File: src/rtl/cperf_pkg.sv
package cperf_pkg;

    localparam int CODE_W = 8;
    localparam int BUSY_W = 3;

    localparam logic [CODE_W-1:0] EVC_CYCLE      = 8'd0;
    localparam logic [CODE_W-1:0] EVC_IMISS      = 8'd1;
    localparam logic [CODE_W-1:0] EVC_IHIT       = 8'd2;
    localparam logic [CODE_W-1:0] EVC_DMISS      = 8'd3;
    localparam logic [CODE_W-1:0] EVC_DHIT       = 8'd4;
    localparam logic [CODE_W-1:0] EVC_ANY_MISS   = 8'd5;
    localparam logic [CODE_W-1:0] EVC_ANY_HIT    = 8'd6;
    localparam logic [CODE_W-1:0] EVC_FB_VALID   = 8'd7;
    localparam logic [CODE_W-1:0] EVC_FB_WAIT_FB = 8'd8;
    localparam logic [CODE_W-1:0] EVC_FB_WAIT_VB = 8'd9;
    localparam logic [CODE_W-1:0] EVC_BANK_BUSY  = 8'd10;
    localparam logic [CODE_W-1:0] EVC_WDAT_BUSY  = 8'd11;
    localparam logic [CODE_W-1:0] EVC_LAST       = EVC_WDAT_BUSY;

    typedef enum logic [0:0] {
        RD_IDLE = 1'b0,
        RD_RESP = 1'b1
    } rd_state_e;

endpackage

File: src/rtl/cperf_event_sel.sv
module cperf_event_sel
    import cperf_pkg::*;
#(
    parameter int FBC_W = 5,
    parameter int INC_W = 5
) (
    input  logic              clk,
    input  logic              rst_n,
    input  logic [CODE_W-1:0] code,
    input  logic              ev_ifetch_miss,
    input  logic              ev_ifetch_hit,
    input  logic              ev_data_miss,
    input  logic              ev_data_hit,
    input  logic [FBC_W-1:0]  fb_valid_cnt,
    input  logic [FBC_W-1:0]  fb_wait_fb_cnt,
    input  logic [FBC_W-1:0]  fb_wait_vb_cnt,
    input  logic [BUSY_W-1:0] bank_busy_cnt,
    input  logic [BUSY_W-1:0] wdat_busy_cnt,
    output logic [INC_W-1:0]  inc
);

    always_comb begin
        inc = '0;
        unique case (code)
            EVC_CYCLE:      inc = INC_W'(1);
            EVC_IMISS:      inc = INC_W'(ev_ifetch_miss);
            EVC_IHIT:       inc = INC_W'(ev_ifetch_hit);
            EVC_DMISS:      inc = INC_W'(ev_data_miss);
            EVC_DHIT:       inc = INC_W'(ev_data_hit);
            EVC_ANY_MISS:   inc = INC_W'(ev_ifetch_miss) + INC_W'(ev_data_miss);
            EVC_ANY_HIT:    inc = INC_W'(ev_ifetch_hit) + INC_W'(ev_data_hit);
            EVC_FB_VALID:   inc = INC_W'(fb_valid_cnt);
            EVC_FB_WAIT_FB: inc = INC_W'(fb_wait_fb_cnt);
            EVC_FB_WAIT_VB: inc = INC_W'(fb_wait_vb_cnt);
            EVC_BANK_BUSY:  inc = INC_W'(bank_busy_cnt);
            EVC_WDAT_BUSY:  inc = INC_W'(wdat_busy_cnt);
            default:        inc = '0;
        endcase
    end

    // codes above the last assigned one contribute nothing
    assert_unassigned_zero_R6: assert property (@(posedge clk) disable iff (!rst_n)
        (code > EVC_LAST) |-> (inc == '0));

    // the cycle event always contributes exactly one
    assert_cycle_one_R3: assert property (@(posedge clk) disable iff (!rst_n)
        (code == EVC_CYCLE) |-> (inc == INC_W'(1)));

endmodule

File: src/rtl/cperf_counter.sv
module cperf_counter
    import cperf_pkg::*;
#(
    parameter int CNT_W = 64,
    parameter int FBC_W = 5,
    parameter int INC_W = 5
) (
    input  logic              clk,
    input  logic              rst_n,
    input  logic              cfg_sel,
    input  logic [CODE_W-1:0] cfg_event,
    input  logic              cfg_clr_on_read,
    input  logic              rd_clr,
    input  logic              ev_ifetch_miss,
    input  logic              ev_ifetch_hit,
    input  logic              ev_data_miss,
    input  logic              ev_data_hit,
    input  logic [FBC_W-1:0]  fb_valid_cnt,
    input  logic [FBC_W-1:0]  fb_wait_fb_cnt,
    input  logic [FBC_W-1:0]  fb_wait_vb_cnt,
    input  logic [BUSY_W-1:0] bank_busy_cnt,
    input  logic [BUSY_W-1:0] wdat_busy_cnt,
    output logic [CNT_W-1:0]  count,
    output logic              clr_flag
);

    logic [CODE_W-1:0] code_q;
    logic              clr_q;
    logic [CNT_W-1:0]  count_q;
    logic [INC_W-1:0]  inc;

    cperf_event_sel #(
        .FBC_W (FBC_W),
        .INC_W (INC_W)
    ) sel_i (
        .clk            (clk),
        .rst_n          (rst_n),
        .code           (code_q),
        .ev_ifetch_miss (ev_ifetch_miss),
        .ev_ifetch_hit  (ev_ifetch_hit),
        .ev_data_miss   (ev_data_miss),
        .ev_data_hit    (ev_data_hit),
        .fb_valid_cnt   (fb_valid_cnt),
        .fb_wait_fb_cnt (fb_wait_fb_cnt),
        .fb_wait_vb_cnt (fb_wait_vb_cnt),
        .bank_busy_cnt  (bank_busy_cnt),
        .wdat_busy_cnt  (wdat_busy_cnt),
        .inc            (inc)
    );

    always_ff @(posedge clk) begin
        if (!rst_n) begin
            code_q  <= EVC_CYCLE;
            clr_q   <= 1'b0;
            count_q <= '0;
        end else begin
            if (cfg_sel) begin
                code_q <= cfg_event;
                clr_q  <= cfg_clr_on_read;
            end
            if (rd_clr) begin
                count_q <= CNT_W'(inc);
            end else begin
                count_q <= count_q + CNT_W'(inc);
            end
        end
    end

    assign count    = count_q;
    assign clr_flag = clr_q;

    // without a clear, the count advances by the increment, modulo 2^CNT_W
    assert_accumulate_R10: assert property (@(posedge clk) disable iff (!rst_n)
        !rd_clr |=> (count == CNT_W'($past(count) + CNT_W'($past(inc)))));

    // a clearing read restarts the count at that cycle's increment
    assert_clear_restart_R8: assert property (@(posedge clk) disable iff (!rst_n)
        rd_clr |=> (count == CNT_W'($past(inc))));

    // configuration held while this counter is not addressed
    assert_cfg_isolated_R2: assert property (@(posedge clk) disable iff (!rst_n)
        !cfg_sel |=> ($stable(code_q) && $stable(clr_flag)));

endmodule

File: src/rtl/cperf_read_ctrl.sv
module cperf_read_ctrl
    import cperf_pkg::*;
#(
    parameter int NUM_CTR = 4,
    parameter int CNT_W   = 64,
    parameter int IDX_W   = 2
) (
    input  logic                     clk,
    input  logic                     rst_n,
    input  logic                     rd_en,
    input  logic [IDX_W-1:0]         rd_idx,
    input  logic [NUM_CTR*CNT_W-1:0] cnt_flat,
    input  logic [NUM_CTR-1:0]       clr_flags,
    output logic [NUM_CTR-1:0]       rd_clr,
    output logic                     rd_valid,
    output logic [CNT_W-1:0]         rd_data
);

    rd_state_e        state_q, state_d;
    logic [CNT_W-1:0] data_q;

    always_comb begin
        state_d = state_q;
        unique case (state_q)
            RD_IDLE: if (rd_en)  state_d = RD_RESP;
            RD_RESP: if (!rd_en) state_d = RD_IDLE;
            default:             state_d = RD_IDLE;
        endcase
    end

    always_ff @(posedge clk) begin
        if (!rst_n) begin
            state_q <= RD_IDLE;
            data_q  <= '0;
        end else begin
            state_q <= state_d;
            if (rd_en) begin
                data_q <= cnt_flat[rd_idx*CNT_W +: CNT_W];
            end
        end
    end

    always_comb begin
        rd_valid = (state_q == RD_RESP);
        rd_data  = data_q;
        for (int k = 0; k < NUM_CTR; k++) begin
            rd_clr[k] = rd_en && (rd_idx == IDX_W'(k)) && clr_flags[k];
        end
    end

    // a request yields a response on the next cycle
    assert_resp_follows_req_R7: assert property (@(posedge clk) disable iff (!rst_n)
        rd_en |=> rd_valid);

    // no request, no response
    assert_no_spurious_resp_R7: assert property (@(posedge clk) disable iff (!rst_n)
        !rd_en |=> !rd_valid);

    // at most one counter is cleared per cycle
    assert_single_clear_R8: assert property (@(posedge clk) disable iff (!rst_n)
        $onehot0(rd_clr));

endmodule

File: src/rtl/cperf_bank.sv
module cperf_bank
    import cperf_pkg::*;
#(
    parameter int NUM_CTR    = 4,
    parameter int CNT_W      = 64,
    parameter int FB_ENTRIES = 16,
    localparam int IDX_W     = (NUM_CTR > 1) ? $clog2(NUM_CTR) : 1,
    localparam int FBC_W     = $clog2(FB_ENTRIES + 1),
    localparam int INC_W     = (FBC_W > BUSY_W) ? FBC_W : BUSY_W
) (
    input  logic              clk,
    input  logic              rst_n,
    input  logic              ev_ifetch_miss,
    input  logic              ev_ifetch_hit,
    input  logic              ev_data_miss,
    input  logic              ev_data_hit,
    input  logic [FBC_W-1:0]  fb_valid_cnt,
    input  logic [FBC_W-1:0]  fb_wait_fb_cnt,
    input  logic [FBC_W-1:0]  fb_wait_vb_cnt,
    input  logic [BUSY_W-1:0] bank_busy_cnt,
    input  logic [BUSY_W-1:0] wdat_busy_cnt,
    input  logic              cfg_we,
    input  logic [IDX_W-1:0]  cfg_idx,
    input  logic [CODE_W-1:0] cfg_event,
    input  logic              cfg_clr_on_read,
    input  logic              rd_en,
    input  logic [IDX_W-1:0]  rd_idx,
    output logic              rd_valid,
    output logic [CNT_W-1:0]  rd_data
);

    logic [NUM_CTR*CNT_W-1:0] cnt_flat;
    logic [NUM_CTR-1:0]       clr_flags;
    logic [NUM_CTR-1:0]       rd_clr;

    for (genvar g = 0; g < NUM_CTR; g++) begin : g_ctr
        logic cfg_sel;
        assign cfg_sel = cfg_we && (cfg_idx == IDX_W'(g));

        cperf_counter #(
            .CNT_W (CNT_W),
            .FBC_W (FBC_W),
            .INC_W (INC_W)
        ) ctr_i (
            .clk             (clk),
            .rst_n           (rst_n),
            .cfg_sel         (cfg_sel),
            .cfg_event       (cfg_event),
            .cfg_clr_on_read (cfg_clr_on_read),
            .rd_clr          (rd_clr[g]),
            .ev_ifetch_miss  (ev_ifetch_miss),
            .ev_ifetch_hit   (ev_ifetch_hit),
            .ev_data_miss    (ev_data_miss),
            .ev_data_hit     (ev_data_hit),
            .fb_valid_cnt    (fb_valid_cnt),
            .fb_wait_fb_cnt  (fb_wait_fb_cnt),
            .fb_wait_vb_cnt  (fb_wait_vb_cnt),
            .bank_busy_cnt   (bank_busy_cnt),
            .wdat_busy_cnt   (wdat_busy_cnt),
            .count           (cnt_flat[g*CNT_W +: CNT_W]),
            .clr_flag        (clr_flags[g])
        );
    end

    cperf_read_ctrl #(
        .NUM_CTR (NUM_CTR),
        .CNT_W   (CNT_W),
        .IDX_W   (IDX_W)
    ) rd_i (
        .clk       (clk),
        .rst_n     (rst_n),
        .rd_en     (rd_en),
        .rd_idx    (rd_idx),
        .cnt_flat  (cnt_flat),
        .clr_flags (clr_flags),
        .rd_clr    (rd_clr),
        .rd_valid  (rd_valid),
        .rd_data   (rd_data)
    );

    // busy inputs stay within the documented range
    assert_busy_range_R5: assert property (@(posedge clk) disable iff (!rst_n)
        (bank_busy_cnt <= BUSY_W'(4)) && (wdat_busy_cnt <= BUSY_W'(4)));

    // occupancy inputs never exceed the fill-buffer size
    assert_fb_range_R4: assert property (@(posedge clk) disable iff (!rst_n)
        (fb_valid_cnt <= FBC_W'(FB_ENTRIES)) && (fb_wait_fb_cnt <= FBC_W'(FB_ENTRIES))
        && (fb_wait_vb_cnt <= FBC_W'(FB_ENTRIES)));

endmodule

File: config.mk
export PLATFORM = sky130hd
export DESIGN_NAME = cperf_bank
export DESIGN_NICKNAME = d
export VERILOG_FILES = /design/src/rtl/cperf_pkg.sv /design/src/rtl/cperf_event_sel.sv /design/src/rtl/cperf_counter.sv /design/src/rtl/cperf_read_ctrl.sv /design/src/rtl/cperf_bank.sv
export SDC_FILE = /design/constraint.sdc
export NUM_CORES = 1
export LEC_CHECK = 0
export CELL_PAD_IN_SITES_DETAIL_PLACEMENT = 1
export CELL_PAD_IN_SITES_GLOBAL_PLACEMENT = 1
export CORE_ASPECT_RATIO = 0.75
export CORE_MARGIN = 3
export CORE_UTILIZATION = 45
export CTS_BUF_LIST = sky130_fd_sc_hd__clkbuf_16
export DETAILED_ROUTE_END_ITERATION = 12
export PLACE_DENSITY = 0.78
export SLEW_MARGIN = 20
export SYNTH_ARGS = -nofsm -noshare
export SYNTH_HDL_FRONTEND = slang
export SYNTH_HIERARCHICAL = 1
export SYNTH_SLANG_ARGS = --single-unit
export TNS_END_PERCENT = 10
File: constraint.sdc
create_clock -name clk -period 4.75 [get_ports clk]
set_input_delay 1.425 -clock clk [delete_from_list [all_inputs] [get_ports clk]]
set_output_delay 1.425 -clock clk [all_outputs]
set_load 0.01 [all_outputs]
After elaboration in Yosys (flattened, before gate mapping)
Cells that the tools add are included.

Output and inout bits: 65. Word-level logic and storage cells: 107. Register bits after elaboration: 357.

Reduce and logical (&&, ||, !) cells: 22. Bitwise operators: 1. $add $sub $neg: 6. Shift-type cells: 1. Eq/ne operators: 50. Multiplexer cells: 9.

Operators with widths (count): adder 64 x 5 -> 64 bit (4); variable part select 256 x 9 -> 64 bit (1); one-hot mux 5 bit (12 select lines) (4); equality test 8 x 3 -> 1 bit, second input constant (16); equality test 8 x 4 -> 1 bit, second input constant (16); equality test 8 x 2 -> 1 bit, second input constant (8); equality test 8 x 1 -> 1 bit, second input constant (4); logical NOT 8 bit (4); 2-to-1 mux 5 bit (4); logical AND 1 bit (12); equality test 2 bit, second input constant (4); OR reduction 2 bit (4); adder 1 x 1 -> 2 bit (2); equality test 2 x 1 -> 1 bit, second input constant (2); logical NOT 2 bit (2); 2-to-1 mux 1 bit (1); NOT 1 bit (1).

Depth between registers and ports, before layout
Word-level depth: 4. Gate-level depth with buffers: 13. Mapped depth without buffers: 12.

Modules after synthesis
The synthesis kept the hierarchy.

By module, submodules not included: cperf_counter at g_ctr[0].ctr_i ... (area an instance 3752.3 sq um, sequential area each 1461.4 sq um, instances 3, cells each 438); cperf_read_ctrl (area an instance 4068.9 sq um, sequential area each 1301.2 sq um, instances 1, cells each 432); cperf_counter at g_ctr[2].ctr_i (area an instance 3783.6 sq um, sequential area each 1461.4 sq um, instances 1, cells each 438); cperf_event_sel (area an instance 351.6 sq um, sequential area each 0.0 sq um, instances 4, cells each 46); cperf_bank (area an instance 37.5 sq um, sequential area each 0.0 sq um, instances 1, cells each 4).

Least setup slack after synthesis
OpenSTA, ideal clock, no wires.

Path type: input to register. Start: in ev_ifetch_hit. End: reg g_ctr[0].ctr_i.count_q[28]. Required time: 4.680 ns. Cell stages on the path: 12. Arrival: 3.965 ns. Setup slack: 0.715 ns. Library setup time: 0.070 ns. Path through: ha_1 mux2i_1 o21ai_0 nand3b_1 a31oi_1 ha_1 fa_1 a211oi_1 o21ba_2 or4_1 or3_2 a21oi_1.

Word-level cells in the longest chain between the ends: 3.

RTL lines: from (decl) (RTL line cperf_bank.sv:14) `input logic ev_ifetch_hit,`; adder 1 x 1 -> 2 bit (RTL line cperf_event_sel.sv:31) `EVC_ANY_HIT: inc = INC_W'(ev_ifetch_hit) + INC_W'(ev_data_hit);`; one-hot mux 5 bit (12 select lines) (*) (RTL line cperf_event_sel.sv:24) `unique case (code)`; net g_ctr[0].ctr_i.inc[0] (RTL line cperf_counter.sv:30) `logic [INC_W-1:0] inc;`; adder 64 x 5 -> 64 bit (*) (RTL line cperf_counter.sv:64) `count_q <= count_q + CNT_W'(inc);`; to (signal assigned) (RTL line cperf_counter.sv:62) `count_q <= CNT_W'(inc);`; to (signal assigned) (RTL line cperf_counter.sv:64); to (decl) (RTL line cperf_counter.sv:29) `logic [CNT_W-1:0] count_q;`.

The timed path passes the listed nets; every way through them passes the cells marked *. A chain may end at the register's enable or synchronous reset.

Worst setup path after layout
Start: in ev_data_hit. End: reg g_ctr[1].ctr_i.count_q[52].

Word-level cells in the longest chain between the ends: 3.

RTL lines: from (decl) (RTL line cperf_bank.sv:16) `input logic ev_data_hit,`; adder 1 x 1 -> 2 bit (RTL line cperf_event_sel.sv:31); one-hot mux 5 bit (12 select lines) (*) (RTL line cperf_event_sel.sv:24); net g_ctr[1].ctr_i.inc[0] (RTL line cperf_counter.sv:30); adder 64 x 5 -> 64 bit (*) (RTL line cperf_counter.sv:64); to (signal assigned) (RTL line cperf_counter.sv:62); to (signal assigned) (RTL line cperf_counter.sv:64); to (decl) (RTL line cperf_counter.sv:29).

Marked as above.

==> metrics.md <==
| Metric | Value |
|---|---|
| Status | complete, no violations |
| Cts hold-fix bufs | 0 |
| Actual slew at the worst max-slew pin | 984.1 ps |
| Sequential group share of total power | 45.7% |
| Layout cells sized above 1 | 11.80% |
| Async SR Flop Fraction | 0% |
| Most common cell on crit path | ha_1 |
| Via/cell ratio | 6.667 |
| Setup violators final | 0 |
| Final HPWL DP | 62,630 um |
| Slowest cell on crit path | or4_1 |
| Number of global-route vias before repair | 20,380 |
| Worst Path Buf+Inv | 2 |
| DIE WIDTH | 252.8 um |
| Worst reg-to-reg setup slack | 1040 ps |
| WP data required | 5170 ps |
| Largest net degree at the start of global routing | 89 |
| Pleak | 7.800 nW |
| Yosys reg bits | 357 |
| Inst Count DP | 3,041 |
| Clock sinks | 357 |
| Via count | 20,740 |
| RSZ-0062 raised after global routing | no |
| Post-synth EDFFs | 0 |
| First-pass GRT wire length | 126,000 um |
| Avg Cell Area, Syn | 8.665 um^2 |
| Core footprint | 44,850 um^2 |
| Final wirelength | 83,360 um |
| Routability cong. | 0.9437 |
| Max Slew Vio Count | 0 |
| Commonest cells after routing, fill and taps aside | dfxtp_1, a21oi_1, nand2_1 |
| H-tree depth reported by CTS | 2 |
| Cell area power density | 289.3 nW/um^2 |
| HP Class | reg2reg |
| Root buf cell | clkbuf_16 |
| Ys Warns | 6 |
| Worst setup EP type | flip-flop |
| Num CTS Buffers | 39 |
| Prevailing post-synth register cell | dfxtp_1 |
| Seq/Total Area, Yosys | 34.77% |
| Total GRT Usage | 33.68% |
| Clock power frac | 44.2% |
| Antenna-violating nets left | 0 |
| Post-CTS Resized | 0 |
| # Post-CTS Setup Buffers | 0 |
| Reg clk slew, reported paths | 70 ps |
| Floorplan row count | 67 |
| Syn Inst Count | 2,372 |
| Net Sw Frac | 26.77% |
| Comb power frac | 10.1% |
| Tcrit/Tclk final | 96.99% |
| Post-route DRC | 0 |
| Fmax | 0.2171 GHz |
| Critical Path Start Type | input port |
| Utilization after layout | 53.06% |
| WL per Instance | 26.80 um |
| Post-Layout Cell Count | 3,111 |
| Die footprint | 48,300 um^2 |
| Sw Pwr | 1.842 mW |
| Internal | 5.041 mW |
| Worst EP arrival | 5030 ps |
| Critical setup path kind | in2reg |
| Io pins | 107 |
| Synth Net Count | 2,446 |
| Synth cell types | 80 |
| N_diodes | 0 |
| Synth-to-Final Area Change | 15.77% |
| Crit path largest cell delay | 680 ps |
| Worst IR Drop VDD | 239.9 uV |
| CTS tree | built |
| GR Overflow Total | 0 |
| MaxCap Viol Count | 0 |
| Port buffer count | 106 |
| CP delay by family, top | compound AO/OA/AOI/OAI gates |
| Longest Clk Path Bufs | 3 |
| Initial drt markers | 2,036 |
| Max-slew headroom | 34.26% |
| Final Skew | 19.67 ps |
| Final hold viol count | 0 |
| Most common cell after layout, fill and taps aside | dfxtp_1 |
| Worst-Skew Late Latency | 570 ps |
| Antenna violations before repair | 1 |
| Synth Cell Area | 20,550 um^2 |
| # nets final | 2,570 |
| Iteration count of the initial detailed-routing pass | 5 |
| Clock period minus worst slack | 4607 ps |
| Cells along the critical path | clkdlybuf4s50_1 -> buf_4 -> ha_1 -> mux2i_1 -> o21ai_0 -> nand3b_1 -> a31oi_1 -> ha_1 -> fa_1 -> a211oi_1 -> o21ba_2 -> or4_1 -> o41ai_2 -> a21oi_1 |
| CP Max Fanout | 5 |
| Initial core utilization | 45.83% |
| Die Y | 191.1 um |
## logic make-up after synthesis
family,share of synthesized area (%)
flip-flops,34.77
multiplexers,7.317
AO/OA/AOI/OAI,20.23
buffers and inverters,4.103
AND/OR/NAND/NOR,27.78
XOR/XNOR,3.707
adder cells (fa/ha/maj),2.094
## area by class of cell
class	count	area, um^2
fill	5208	21050
multi-input combinational	1835	12590
sequential	357	7147
timing repair buffer	223	1942
clock buffer	39	975.9
tap	586	733.2
clock inverter	31	255.2
inverter	40	150.1
## state kept, by name, indices dropped and copies added, names as in the netlist
signal,count
rd_i/rd_data,64
rd_i/rd_valid,1
g_ctr.ctr_i/code_q,32
g_ctr.ctr_i/count,256
g_ctr.ctr_i/clr_flag,4
## final timing paths
kind | from | to | cells past startpoint
hold reg to reg | g_ctr[2].ctr_i/count[63] | g_ctr[2].ctr_i/count[63] | 2
setup reg to reg | g_ctr[1].ctr_i/code_q[0] | g_ctr[1].ctr_i/count[52] | 8
hold / removal | g_ctr[2].ctr_i/count[63] | g_ctr[2].ctr_i/count[63] | 2
setup / recovery | ev_data_hit | g_ctr[1].ctr_i/count[52] | 14
## per-stage QoR
step	TNS (ps)	power (mW)	hold WS [ps]	cell area (um^2)	setup slack, ps
3_5_place_dp	-22710	3.890	471.6	22550	-395.4
4_1_cts	0	6.905	477.4	23780	165.0
3_3_place_gp	-10710	3.863	451.0	22550	-285.6
5_1_grt	0	7.105	501.8	23800	13.66
6_report	0	6.883	475.1	23800	143.2
2_1_floorplan	0	3.575	439.2	20550	714.5
## worst register-to-register path, stage by stage, from the launching register on
cell and delay, ps:
dfxtp_1 700, mux4_2 620, a22o_1 240, ha_1 390, a211oi_1 150, o21ba_2 240
or4_1 680, o41ai_2 440, a21oi_1 120
## cell usage after synthesis, types with 29 or more instances
| master | count | area [um^2] |
|---|---|---|
| mux2i_1 | 112 | 1121 |
| nand4_1 | 102 | 638.1 |
| o31ai_1 | 73 | 548.0 |
| nor2b_1 | 49 | 306.5 |
| dfxtp_1 | 357 | 7147 |
| a21o_1 | 58 | 435.4 |
| nor4_1 | 34 | 212.7 |
| nor3b_1 | 48 | 360.4 |
| or4_1 | 97 | 728.2 |
| xnor2_1 | 39 | 341.6 |
| nor2_1 | 123 | 461.7 |
| inv_1 | 40 | 150.1 |
| o21ai_0 | 69 | 345.3 |
| and3_1 | 29 | 181.4 |
| o221ai_1 | 52 | 455.4 |
| xor2_1 | 48 | 420.4 |
| a21oi_1 | 212 | 1061 |
| or3_1 | 46 | 287.8 |
| nand3_1 | 82 | 410.4 |
| clkbuf_1 | 83 | 311.6 |
| nand2_1 | 163 | 611.8 |
## power groups by stage
stage	logic, mW	clock network, mW	registers (mW)
after global placement	0.659	0	3.20
after detailed placement	0.684	0	3.21
after floorplan	0.385	0	3.19
after global routing	0.741	3.21	3.15
after CTS	0.689	3.07	3.14
final	0.695	3.05	3.14
## layer usage
metal  vias up  share of wire [%]  global-route usage [%]
met5         -                  0                       0
met4         0                3.3                   10.70
met3       120                7.2                   5.033
met2       715                 44                   52.54
met1     10550                 45                   47.83
li1       9358                  -                       -
No activity file was read; power rests on OpenSTA's default activity.
